## config.mk

```make
export PLATFORM = sky130hd
export DESIGN_NAME = chop_winding_ctrl
export DESIGN_NICKNAME = d
export VERILOG_FILES = /design/src/rtl/chop_pkg.sv /design/src/rtl/chop_cycle_timer.sv /design/src/rtl/chop_phase_ctrl.sv /design/src/rtl/chop_dead_leg.sv /design/src/rtl/chop_winding_ctrl.sv
export SDC_FILE = /design/constraint.sdc
export NUM_CORES = 1
export LEC_CHECK = 0
export ABC_AREA = 1
export BUFFER_PORTS_ARGS = -buffer_cell sky130_fd_sc_hd__buf_2
export CELL_PAD_IN_SITES_DETAIL_PLACEMENT = 0
export CELL_PAD_IN_SITES_GLOBAL_PLACEMENT = 1
export CORE_AREA = 2 2 61 63
export CTS_CLUSTER_DIAMETER = 100
export DETAILED_ROUTE_END_ITERATION = 10
export DIE_AREA = 0 0 63 65
export PLACE_DENSITY = 0.85
export RECOVER_POWER = 100
export SYNTH_ARGS = -nofsm -noshare
export SYNTH_HDL_FRONTEND = slang
export SYNTH_SLANG_ARGS = --single-unit
```

## constraint.sdc

```tcl
create_clock -name clk -period 3.5 [get_ports clk]
set_input_delay 0.7 -clock clk [delete_from_list [all_inputs] [get_ports clk]]
set_output_delay 0.7 -clock clk [all_outputs]
set_load 0.005 [all_outputs]
```

## src/rtl/chop_pkg.sv

```systemverilog
package chop_pkg;

    typedef enum logic [2:0] {
        PH_OFF   = 3'd0,
        PH_DRIVE = 3'd1,
        PH_FAST  = 3'd2,
        PH_SLOW  = 3'd3,
        PH_HIZ   = 3'd4
    } phase_e;

    typedef struct packed {
        logic hs;
        logic ls;
    } leg_t;

    typedef struct packed {
        leg_t leg1;
        leg_t leg2;
    } bridge_t;

    localparam leg_t LEG_OFF  = '{hs: 1'b0, ls: 1'b0};
    localparam leg_t LEG_HIGH = '{hs: 1'b1, ls: 1'b0};
    localparam leg_t LEG_LOW  = '{hs: 1'b0, ls: 1'b1};

    // Requested gate pattern for a phase and a commanded current sign.
    function automatic bridge_t phase_gates(phase_e ph, logic pos);
        bridge_t b;
        b.leg1 = LEG_OFF;
        b.leg2 = LEG_OFF;
        case (ph)
            PH_DRIVE: begin
                b.leg1 = pos ? LEG_HIGH : LEG_LOW;
                b.leg2 = pos ? LEG_LOW  : LEG_HIGH;
            end
            PH_FAST: begin
                b.leg1 = pos ? LEG_LOW  : LEG_HIGH;
                b.leg2 = pos ? LEG_HIGH : LEG_LOW;
            end
            PH_SLOW: begin
                b.leg1 = LEG_LOW;
                b.leg2 = LEG_LOW;
            end
            default: begin
                b.leg1 = LEG_OFF;
                b.leg2 = LEG_OFF;
            end
        endcase
        return b;
    endfunction

endpackage

```

## src/rtl/chop_cycle_timer.sv

```systemverilog
module chop_cycle_timer #(
    parameter int PERIOD_CYC = 1000,
    parameter int CNT_W      = 10
) (
    input  logic             clk,
    input  logic             rst,
    input  logic             run,
    output logic [CNT_W-1:0] cnt,
    output logic             wrap
);
    localparam logic [CNT_W-1:0] LAST = CNT_W'(PERIOD_CYC - 1);

    assign wrap = (cnt == LAST);

    // Parked at the last count while stopped, so the first running edge opens a cycle.
    always_ff @(posedge clk) begin
        if (rst || !run) begin
            cnt <= LAST;
        end else if (wrap) begin
            cnt <= '0;
        end else begin
            cnt <= cnt + 1'b1;
        end
    end

    assert_cnt_in_range_R1: assert property (@(posedge clk) disable iff (rst)
        int'(cnt) < PERIOD_CYC);

    assert_wrap_restarts_R1: assert property (@(posedge clk) disable iff (rst)
        (wrap && run) |=> (cnt == '0));

endmodule

```

## src/rtl/chop_phase_ctrl.sv

```systemverilog
module chop_phase_ctrl
    import chop_pkg::*;
#(
    parameter int PERIOD_CYC = 1000,
    parameter int BLANK_CYC  = 188,
    parameter int MIX_AT     = 750,
    parameter int CNT_W      = 10
) (
    input  logic             clk,
    input  logic             rst,
    input  logic             run,
    input  logic [CNT_W-1:0] cnt,
    input  logic             wrap,
    input  logic             level_zero,
    input  logic             mixed_sel,
    input  logic             cur_falling,
    input  logic             trip,
    input  logic             zero_hit,
    output phase_e           phase
);
    localparam int BLANK_LAST = BLANK_CYC - 1;
    localparam int MIX_LAST   = MIX_AT - 1;

    phase_e phase_nx;
    logic   blank_done;
    logic   before_mix;
    logic   use_fast;

    assign blank_done = (int'(cnt) >= BLANK_LAST);
    assign before_mix = (int'(cnt) < MIX_LAST);
    assign use_fast   = mixed_sel && cur_falling && before_mix;

    always_comb begin
        phase_nx = phase;
        if (!run) begin
            phase_nx = PH_OFF;
        end else if (wrap) begin
            phase_nx = level_zero ? PH_SLOW : PH_DRIVE;
        end else begin
            case (phase)
                PH_DRIVE: if (trip && blank_done)
                              phase_nx = use_fast ? PH_FAST : PH_SLOW;
                PH_FAST:  if (zero_hit)
                              phase_nx = PH_HIZ;
                          else if (!before_mix)
                              phase_nx = PH_SLOW;
                default:  phase_nx = phase;
            endcase
        end
    end

    always_ff @(posedge clk) begin
        if (rst) phase <= PH_OFF;
        else     phase <= phase_nx;
    end

    // Drive is never left for decay before blanking is over.
    assert_blank_hold_R2: assert property (@(posedge clk) disable iff (rst)
        ((phase == PH_FAST || phase == PH_SLOW) && $past(phase) == PH_DRIVE && cnt != '0)
        |-> (int'(cnt) >= BLANK_CYC));

    // Fast decay is entered only with mixed mode on a falling step.
    assert_fast_needs_mixed_R5: assert property (@(posedge clk) disable iff (rst)
        (phase == PH_FAST && $past(phase) != PH_FAST) |-> $past(mixed_sel && cur_falling));

    // Fast decay never reaches the mix point.
    assert_fast_before_mix_R6: assert property (@(posedge clk) disable iff (rst)
        (phase == PH_FAST) |-> (int'(cnt) < MIX_AT));

    // The zero-current off state is reached only from fast decay.
    assert_hiz_from_fast_R7: assert property (@(posedge clk) disable iff (rst)
        (phase == PH_HIZ && $past(phase) != PH_HIZ) |-> ($past(phase) == PH_FAST));

endmodule

```

## src/rtl/chop_dead_leg.sv

```systemverilog
module chop_dead_leg
    import chop_pkg::*;
#(
    parameter int DEAD_CYC = 4
) (
    input  logic clk,
    input  logic rst,
    input  leg_t req,
    output leg_t gate
);
    localparam int DW = (DEAD_CYC > 1) ? $clog2(DEAD_CYC + 1) : 1;

    logic [DW-1:0] hold;

    // Any change first drops both switches; a switch turns on only after the gap.
    always_ff @(posedge clk) begin
        if (rst) begin
            gate <= LEG_OFF;
            hold <= '0;
        end else if (req != gate) begin
            if (gate != LEG_OFF) begin
                gate <= LEG_OFF;
                hold <= DW'(DEAD_CYC - 1);
            end else if (hold != '0) begin
                hold <= hold - 1'b1;
            end else begin
                gate <= req;
            end
        end else if (hold != '0) begin
            hold <= hold - 1'b1;
        end
    end

    // Checker state: consecutive off clocks, and whether the leg has conducted yet.
    logic [DW-1:0] off_run;
    logic          seen_on;

    always_ff @(posedge clk) begin
        if (rst) begin
            off_run <= '0;
            seen_on <= 1'b0;
        end else begin
            if (gate != LEG_OFF) off_run <= '0;
            else if (off_run != DW'(DEAD_CYC)) off_run <= off_run + 1'b1;
            if (gate != LEG_OFF) seen_on <= 1'b1;
        end
    end

    assert_no_shoot_through_R10: assert property (@(posedge clk) disable iff (rst)
        !(gate.hs && gate.ls));

    assert_dead_gap_R10: assert property (@(posedge clk) disable iff (rst)
        (gate != LEG_OFF && $past(gate) == LEG_OFF && seen_on) |-> (off_run >= DW'(DEAD_CYC)));

    assert_req_legal_R10: assert property (@(posedge clk) disable iff (rst)
        !(req.hs && req.ls));

endmodule

```

## src/rtl/chop_winding_ctrl.sv

```systemverilog
module chop_winding_ctrl
    import chop_pkg::*;
#(
    parameter int PERIOD_CYC = 1000,
    parameter int BLANK_CYC  = 188,
    parameter int MIX_PCT    = 75,
    parameter int DEAD_CYC   = 4,
    parameter int LVL_W      = 3
) (
    input  logic             clk,
    input  logic             rst,
    input  logic             enable,
    input  logic             dir_pos,
    input  logic [LVL_W-1:0] level,
    input  logic             mixed_sel,
    input  logic             cur_falling,
    input  logic             trip,
    input  logic             zero_hit,
    output logic             hs1,
    output logic             ls1,
    output logic             hs2,
    output logic             ls2
);
    localparam int CNT_W  = (PERIOD_CYC > 1) ? $clog2(PERIOD_CYC) : 1;
    localparam int MIX_AT = (PERIOD_CYC * MIX_PCT) / 100;

    logic [CNT_W-1:0] cnt;
    logic             wrap;
    phase_e           phase;
    bridge_t          req;
    leg_t             req_leg  [2];
    leg_t             gate_leg [2];

    chop_cycle_timer #(
        .PERIOD_CYC (PERIOD_CYC),
        .CNT_W      (CNT_W)
    ) u_timer (
        .clk  (clk),
        .rst  (rst),
        .run  (enable),
        .cnt  (cnt),
        .wrap (wrap)
    );

    chop_phase_ctrl #(
        .PERIOD_CYC (PERIOD_CYC),
        .BLANK_CYC  (BLANK_CYC),
        .MIX_AT     (MIX_AT),
        .CNT_W      (CNT_W)
    ) u_phase (
        .clk         (clk),
        .rst         (rst),
        .run         (enable),
        .cnt         (cnt),
        .wrap        (wrap),
        .level_zero  (level == '0),
        .mixed_sel   (mixed_sel),
        .cur_falling (cur_falling),
        .trip        (trip),
        .zero_hit    (zero_hit),
        .phase       (phase)
    );

    assign req        = phase_gates(phase, dir_pos);
    assign req_leg[0] = req.leg1;
    assign req_leg[1] = req.leg2;

    for (genvar g = 0; g < 2; g++) begin : g_leg
        chop_dead_leg #(
            .DEAD_CYC (DEAD_CYC)
        ) u_leg (
            .clk  (clk),
            .rst  (rst),
            .req  (req_leg[g]),
            .gate (gate_leg[g])
        );
    end

    assign hs1 = gate_leg[0].hs;
    assign ls1 = gate_leg[0].ls;
    assign hs2 = gate_leg[1].hs;
    assign ls2 = gate_leg[1].ls;

    assert_disable_off_R9: assert property (@(posedge clk) disable iff (rst)
        (!enable && $past(!enable)) |=> !(hs1 || ls1 || hs2 || ls2));

    assert_one_path_R10: assert property (@(posedge clk) disable iff (rst)
        !(hs1 && hs2) && !(ls1 && hs1) && !(ls2 && hs2));

endmodule

```

==> results of run 1 <==
[routing by layer]
| layer | global-route usage [%] | share of wire, % | vias up |
|---|---|---|---|
| li1 | - | - | 731 |
| met1 | 20.9 | 53 | 569 |
| met2 | 25.3 | 43 | 11 |
| met3 | 2.60 | 3.3 | 2 |
| met4 | 5.00 | 0.76 | 0 |
| met5 | 0 | 0 | - |
[final cells by class]
type | count | area share (%)
multi-input cells | 161 | 51.2
flip-flops and latches | 23 | 29.9
inverters | 37 | 9.01
repair buffers | 14 | 4.30
well taps | 48 | 3.90
clock buffers | 4 | 1.70
[placed cells by master (no fill, tap or decap)]
master and instances:
nand2_1 63, inv_1 35, nor2_1 27, dfxtp_1 23, nand3_1 18, a21oi_1 12
buf_2 11, o21ai_0 10, ha_1 6, nand4_1 4, xor2_1 4, clkbuf_1 4
nor3_1 3, nand2_2 3, clkbuf_4 3, inv_2 2, nand3b_1 2, o21ai_1 2
and3_1 2, and2_1 1, nor2_4 1, nand2_4 1, o31ai_1 1, o2111ai_1 1
[state kept, by name, summed over array words and instances (netlist names)]
register and flops:
g_leg.u_leg.gate 4, g_leg.u_leg.hold 6, u_phase.phase 3, u_timer.cnt 10
[stage by stage]
stage          power (W)  hold slack [ns]
2_1_floorplan   0.000681            0.470
3_3_place_gp    0.000762            0.502
3_5_place_dp    0.000762            0.502
4_1_cts         0.000890            0.519
5_1_grt         0.000970            0.554
6_report        0.000864            0.521
[cells by family (layout without fill, tap and decap cells)]
logic type / count (synthesis) / count (layout) / synth area share [%]
AOI/OAI and AO/OA: 26 / 26 / 9.54
xor gates and xnor gates: 4 / 4 / 2.45
adders and majority gates: 6 / 6 / 5.25
buffers and inverters: 40 / 55 / 10.6
DFF: 23 / 23 / 32.2
and+or+nand+nor: 125 / 125 / 40.0
[final timing paths]
kind	cells past startpoint	from	to	slack (ns)
setup reg to reg	8	u_phase.phase[0]	g_leg[1].u_leg.hold[2]	1.71
setup / recovery	8	u_phase.phase[0]	g_leg[1].u_leg.hold[2]	1.71
hold reg to reg	2	u_timer.cnt[4]	u_timer.cnt[4]	0.52
hold / removal	2	u_timer.cnt[4]	u_timer.cnt[4]	0.52
[worst min-delay path, stage by stage, from the launching register on]
cell and delay, ns:
dfxtp_1 0.36, nand2_1 0.07, a21oi_1 0.06
[power breakdown]
| part | internal, W | switching, W |
|---|---|---|
| Clock | 0.0000445 | 0.0000800 |
| Combinational | 0.000147 | 0.000235 |
| Sequential | 0.000316 | 0.0000412 |
==> results.md, run 1 <==
* Pre-CTS setup slack at approximately 1.5 ns
* Highest-delay cell along the critical path: nor3_1
* # setup viols final at 0
* Die W at around 63 µm
* Synth area leader: dfxtp_1
* I/O Pins at 15
* Final Hold Viols at 0
* Number of global-route vias before repair at about 1,200
* Post-layout util at approximately 44%
* Min-delay worst type: reg -> reg
* Share of cells above drive strength 1 at 8.79%
* H-tree depth reported by CTS at 1
* P&R area growth vs syn at 7.79%
* Final setup margin at roughly 1.7 ns
* Clk_skew at between 0.015 and 0.02 ns
* Non-Filler Instances at between 200 and 300
* DPL Wire Length at 2180 µm
* Worst-Margin Slew at roughly 0.77 ns
* Placement Cell Area at approximately 1500 µm²
* Die footprint at between 4000 and 5000 µm²
* Pwr dens at ~560 nW/µm²
* Top cell by count, worst path: nand2_1
* Most common cell in the netlist: nand2_1
* Post-synth ARST share at 0%
* Post-DR wirelength/cell at ~9.6 µm
* Syn_nets at ~240
* Post-CTS Hold Buffers at 0
* Post-CTS Setup Inserts at 0
* Synth cell count leaders: 60 x nand2_1, 34 x inv_1, 27 x nor2_1
* Die height at between 60 and 70 µm
* Antenna Nets Post-Route at 0
* Final period utilization at 51.0%
* Critical Path Start Type: flip-flop
* EDFF count, synth at 0
* Mapped Avg Cell Area at 6.38 µm²
* Initial antenna violation count at 0
* First-pass GRT wire length at ~5200 µm
* Number of distinct library cells after synthesis at 25
* Status: completed
* Starting Density at around two fifths
* Worst VDD drop at ~0.00033 V
* # DRC at 0
* Cell Chain, Critical Path: inv_1 > nor3_1 > nand2_2 > nand2_1 > nand2_1 > nand3_1 > nand2_1 > and3_1
* CTS sink cnt at 23
* Area of the multi-input gates at 790 µm²
* Placed instance count at roughly 280
* Diode count at 0
* Post-Layout Inst Area at roughly 1500 µm²
* Clock-pin transition on the worst setup and hold timing paths at 0.14 ns
* Worst-skew pair later-pin latency at ~0.31 ns
* Pre-antenna DRT Iters at 4
* Initial DRC Count at 75
* Row count at 22
* Delay-heaviest family, CP: simple AND/OR/NAND/NOR gates
* Critical Path RT at approximately 3.7 ns
* Via density at around 4.6
* PostCTS Resize Cnt at 0
* Yosys synthesis warning count at 0
* WP data arrival at 1.99 ns
* Vias at roughly 1,300
* Post-synth top flop: dfxtp_1
* Core ar. at around 3500 µm²
* TritonCTS clock tree: built
* CP peak stage delay at around 0.40 ns
* Crit path kind: reg -> reg
* Crit path capture type: flip-flop
* RD Place Congestion at approximately 0.77
* Largest cells by area after synthesis: dfxtp_1 32%, nand2_1 16%, inv_1 8.9%
* Slew Viols, Final at 0
* Slew HR at just under 50%
* Nets@finish at about 260
* Number of synthesized register bits at 23
* RSZ-0062 raised after global routing: no
* Port bufs at 14
* Post-Syn Area at between 1000 and 1500 µm²
* Fin crit period at roughly 1.8 ns
* Post-synthesis sequential area ratio at 32.2%
* Share of the synthesized area in the top cell type at 32.2%
* Maximum fanout along the worst path at 5
* Crit path buf inv count at 1
* Grt total ovfl at 0
* Final wirelength at ~2800 µm
* Clock Path Buffers at 2
* Maxcap violations at 0
* Largest net degree at the start of global routing at 13
* Final setup TNS at 0 ns
* Clock buffer count from CTS at 3
* Cells after Synth at around 220
* Max Clk Rate at 560 MHz
* Global-route usage over all layers at around 16%
* Reg area at 460 µm²
* # fillers at 416
* Leakage at ~0.82 nW
* CTS root buf: clkbuf_4
Power figures use the tool's default switching activity.
==> run 2: changes to the inputs <==
--- a/config.mk
+++ b/config.mk
@@ -9,11 +9,11 @@
 export BUFFER_PORTS_ARGS = -buffer_cell sky130_fd_sc_hd__buf_2
 export CELL_PAD_IN_SITES_DETAIL_PLACEMENT = 0
 export CELL_PAD_IN_SITES_GLOBAL_PLACEMENT = 1
-export CORE_AREA = 2 2 61 63
+export CORE_AREA = 2 2 63 65
 export CTS_CLUSTER_DIAMETER = 100
 export DETAILED_ROUTE_END_ITERATION = 10
-export DIE_AREA = 0 0 63 65
-export PLACE_DENSITY = 0.85
+export DIE_AREA = 0 0 65 67
+export PLACE_DENSITY = 0.81
 export RECOVER_POWER = 100
 export SYNTH_ARGS = -nofsm -noshare
 export SYNTH_HDL_FRONTEND = slang
==> constraint.sdc (replaced) <==
create_clock -name clk -period 1.7 [get_ports clk]
set_input_delay 0.34 -clock clk [delete_from_list [all_inputs] [get_ports clk]]
set_output_delay 0.34 -clock clk [all_outputs]
set_load 0.005 [all_outputs]
==> run 2 against run 1 <==
  * Clock power rose to 2.8 times the previous value
  * Global-route usage down 0.36 points
  * Non-clock buffer count up 3
  * Design area up 4.1%
  * Largest cell class unchanged
  * Critical endpoint is now g_leg[0].u_leg.hold[2]
  * Routed wire length up 2.8%
  * Via count up 1.9%
==> results.md, run 2 (same netlist as run 1, synthesis figures left out) <==
* WP data arrival at 1.67 ns
* Slew Viols, Final at 0
* Grt total ovfl at 0
* # DRC at 0
* Clock Path Buffers at 2
* Via density at 4.61
* DPL Wire Length at ~2300 µm
* Top Registers: u_timer.cnt: 10 flops, g_leg.u_leg.hold: 6 flops, g_leg.u_leg.gate: 4 flops
* Pwr dens at between 1000 and 1500 nW/µm²
* H-tree depth reported by CTS at 1
* CTS root buf: clkbuf_8
* Clock-pin transition on the worst setup and hold timing paths at around 0.09 ns
* Slew HR at just over 70%
* Pre-antenna DRT Iters at 4
* Port bufs at 14
* Final wirelength at between 2000 and 3000 µm
* Cell Chain, Critical Path: inv_2 > nor3_2 > nand2_2 > nand2_1 > nand2_1 > nand3_1 > nand2_2 > and3_1
* Highest-delay cell along the critical path: dfxtp_1
* Largest net degree at the start of global routing at 13
* Total Power at 0.00188 W
* RD Place Congestion at 0.826
* Min-delay worst type: in -> reg
* Area of the multi-input gates at ~810 µm²
* Worst-Margin Slew at between 0.4 and 0.5 ns
* Largest register by flop count: u_timer.cnt
* Number of global-route vias before repair at 1,276
* Maxcap violations at 0
* Critical Path RT at 1.87 ns
* Final setup margin at around 0.20 ns
* Number of flip-flops in the largest register at 10
* First-pass GRT wire length at about 5200 µm
* # setup viols final at 0
* Pre-CTS setup slack at 0.177 ns
* Share of cells above drive strength 1 at between 10% and 20%
* Most common cell after layout, fill and taps aside: nand2_1
* TritonCTS clock tree: built
* Row count at 22
* Worst VDD drop at ~0.0006 V
* Starting Density at 39.7%
* Die footprint at approximately 4400 µm²
* CTS sink cnt at 23
* Reg area at about 460 µm²
* Global-route usage over all layers at between 10% and 20%
* Crit path capture type: flip-flop
* I/O Pins at 15
* Post-DR wirelength/cell at just under 10 µm
* Final period utilization at approximately nine tenths
* Vias at between 1,000 and 1,500
* # fillers at around 400
* Die W at 65 µm
* Status: completed
* Crit path kind: reg -> reg
* Core ar. at about 3600 µm²
* Max Clk Rate at 667 MHz
* Leakage at about 0.85 nW
* Clock buffer count from CTS at 3
* Most frequent cells in the layout: 61 x nand2_1, 35 x inv_1, 27 x nor2_1
* Initial antenna violation count at 0
* P&R area growth vs syn at 12.2%
* Die height at 67 µm
* Antenna Nets Post-Route at 0
* Maximum fanout along the worst path at 5
* Nets@finish at between 200 and 300
* Fin crit period at ~1.5 ns
* Critical Path Start Type: flip-flop
* Final setup TNS at 0 ns
* Post-CTS Hold Buffers at 0
* RSZ-0062 raised after global routing: no
* Final Hold Viols at 0
* Diode count at 0
* CP peak stage delay at approximately 0.38 ns
* Worst-skew pair later-pin latency at about 0.26 ns
* Clk_skew at ~0.0084 ns
* Initial DRC Count at 80
run 2: final cells by class:
| type | instances | area share, % |
|---|---|---|
| well taps | 48 | 3.74 |
| inverters | 37 | 8.66 |
| repair buffers | 17 | 5.62 |
| multi-input cells | 161 | 50.5 |
| clock buffers | 4 | 2.81 |
| flip-flops and latches | 23 | 28.7 |
run 2: power breakdown:
part,internal (W),total (W),switching (W)
logic,0.000319,0.000804,0.000484
clock network,0.000167,0.000344,0.000177
registers,0.000650,0.000737,0.0000864
total,0.00114,0.00188,0.000748
run 2: worst paths after layout:
| path | start | slack [ns] | cells after the start | end |
|---|---|---|---|---|
| worst min register to register | u_timer.cnt[4] | 0.52 | 2 | u_timer.cnt[4] |
| worst max register to register | u_phase.phase[0] | 0.20 | 8 | g_leg[0].u_leg.hold[2] |
| worst max-delay path | u_phase.phase[0] | 0.20 | 8 | g_leg[0].u_leg.hold[2] |
| worst min-delay path | rst | 0.35 | 2 | g_leg[0].u_leg.hold[1] |
run 2: per-layer routing:
| metal | wire [µm] | up-vias | share of wire, % | global-route usage (%) |
|---|---|---|---|---|
| met5 | 0 | - | 0 | 0 |
| li1 | - | 742 | - | - |
| met2 | 1260 | 12 | 45 | 25.8 |
| met1 | 1480 | 582 | 52 | 19.5 |
| met3 | 71 | 2 | 2.5 | 2.53 |
| met4 | 19 | 0 | 0.67 | 4.79 |
run 2: what timing repair did:
| action | 4_1_cts | 5_1_grt |
|---|---|---|
| setup buffers | 0 | 0 |
| endpoints found under the setup margin | 0 | 2 |
| gates resized for setup | 0 | 1 |
run 2: per-stage QoR:
| step | util (%) | std cells | cell area, µm² | hold slack (ns) |
|---|---|---|---|---|
| after floorplan | - | 224 | 1430 | 0.470 |
| after global placement | 43.5 | 286 | 1570 | 0.502 |
| after detailed placement | 43.5 | 286 | 1570 | 0.511 |
| after CTS | 44.8 | 290 | 1620 | 0.338 |
| after global routing | 44.5 | 290 | 1600 | 0.356 |
| final | 44.5 | 290 | 1600 | 0.346 |
run 2: critical path: cells and delay by family, from the launching register on:
family | cells | cell delay [ns]
simple gates | 7 | 0.95
flops | 1 | 0.38
buf+inv | 1 | 0.08
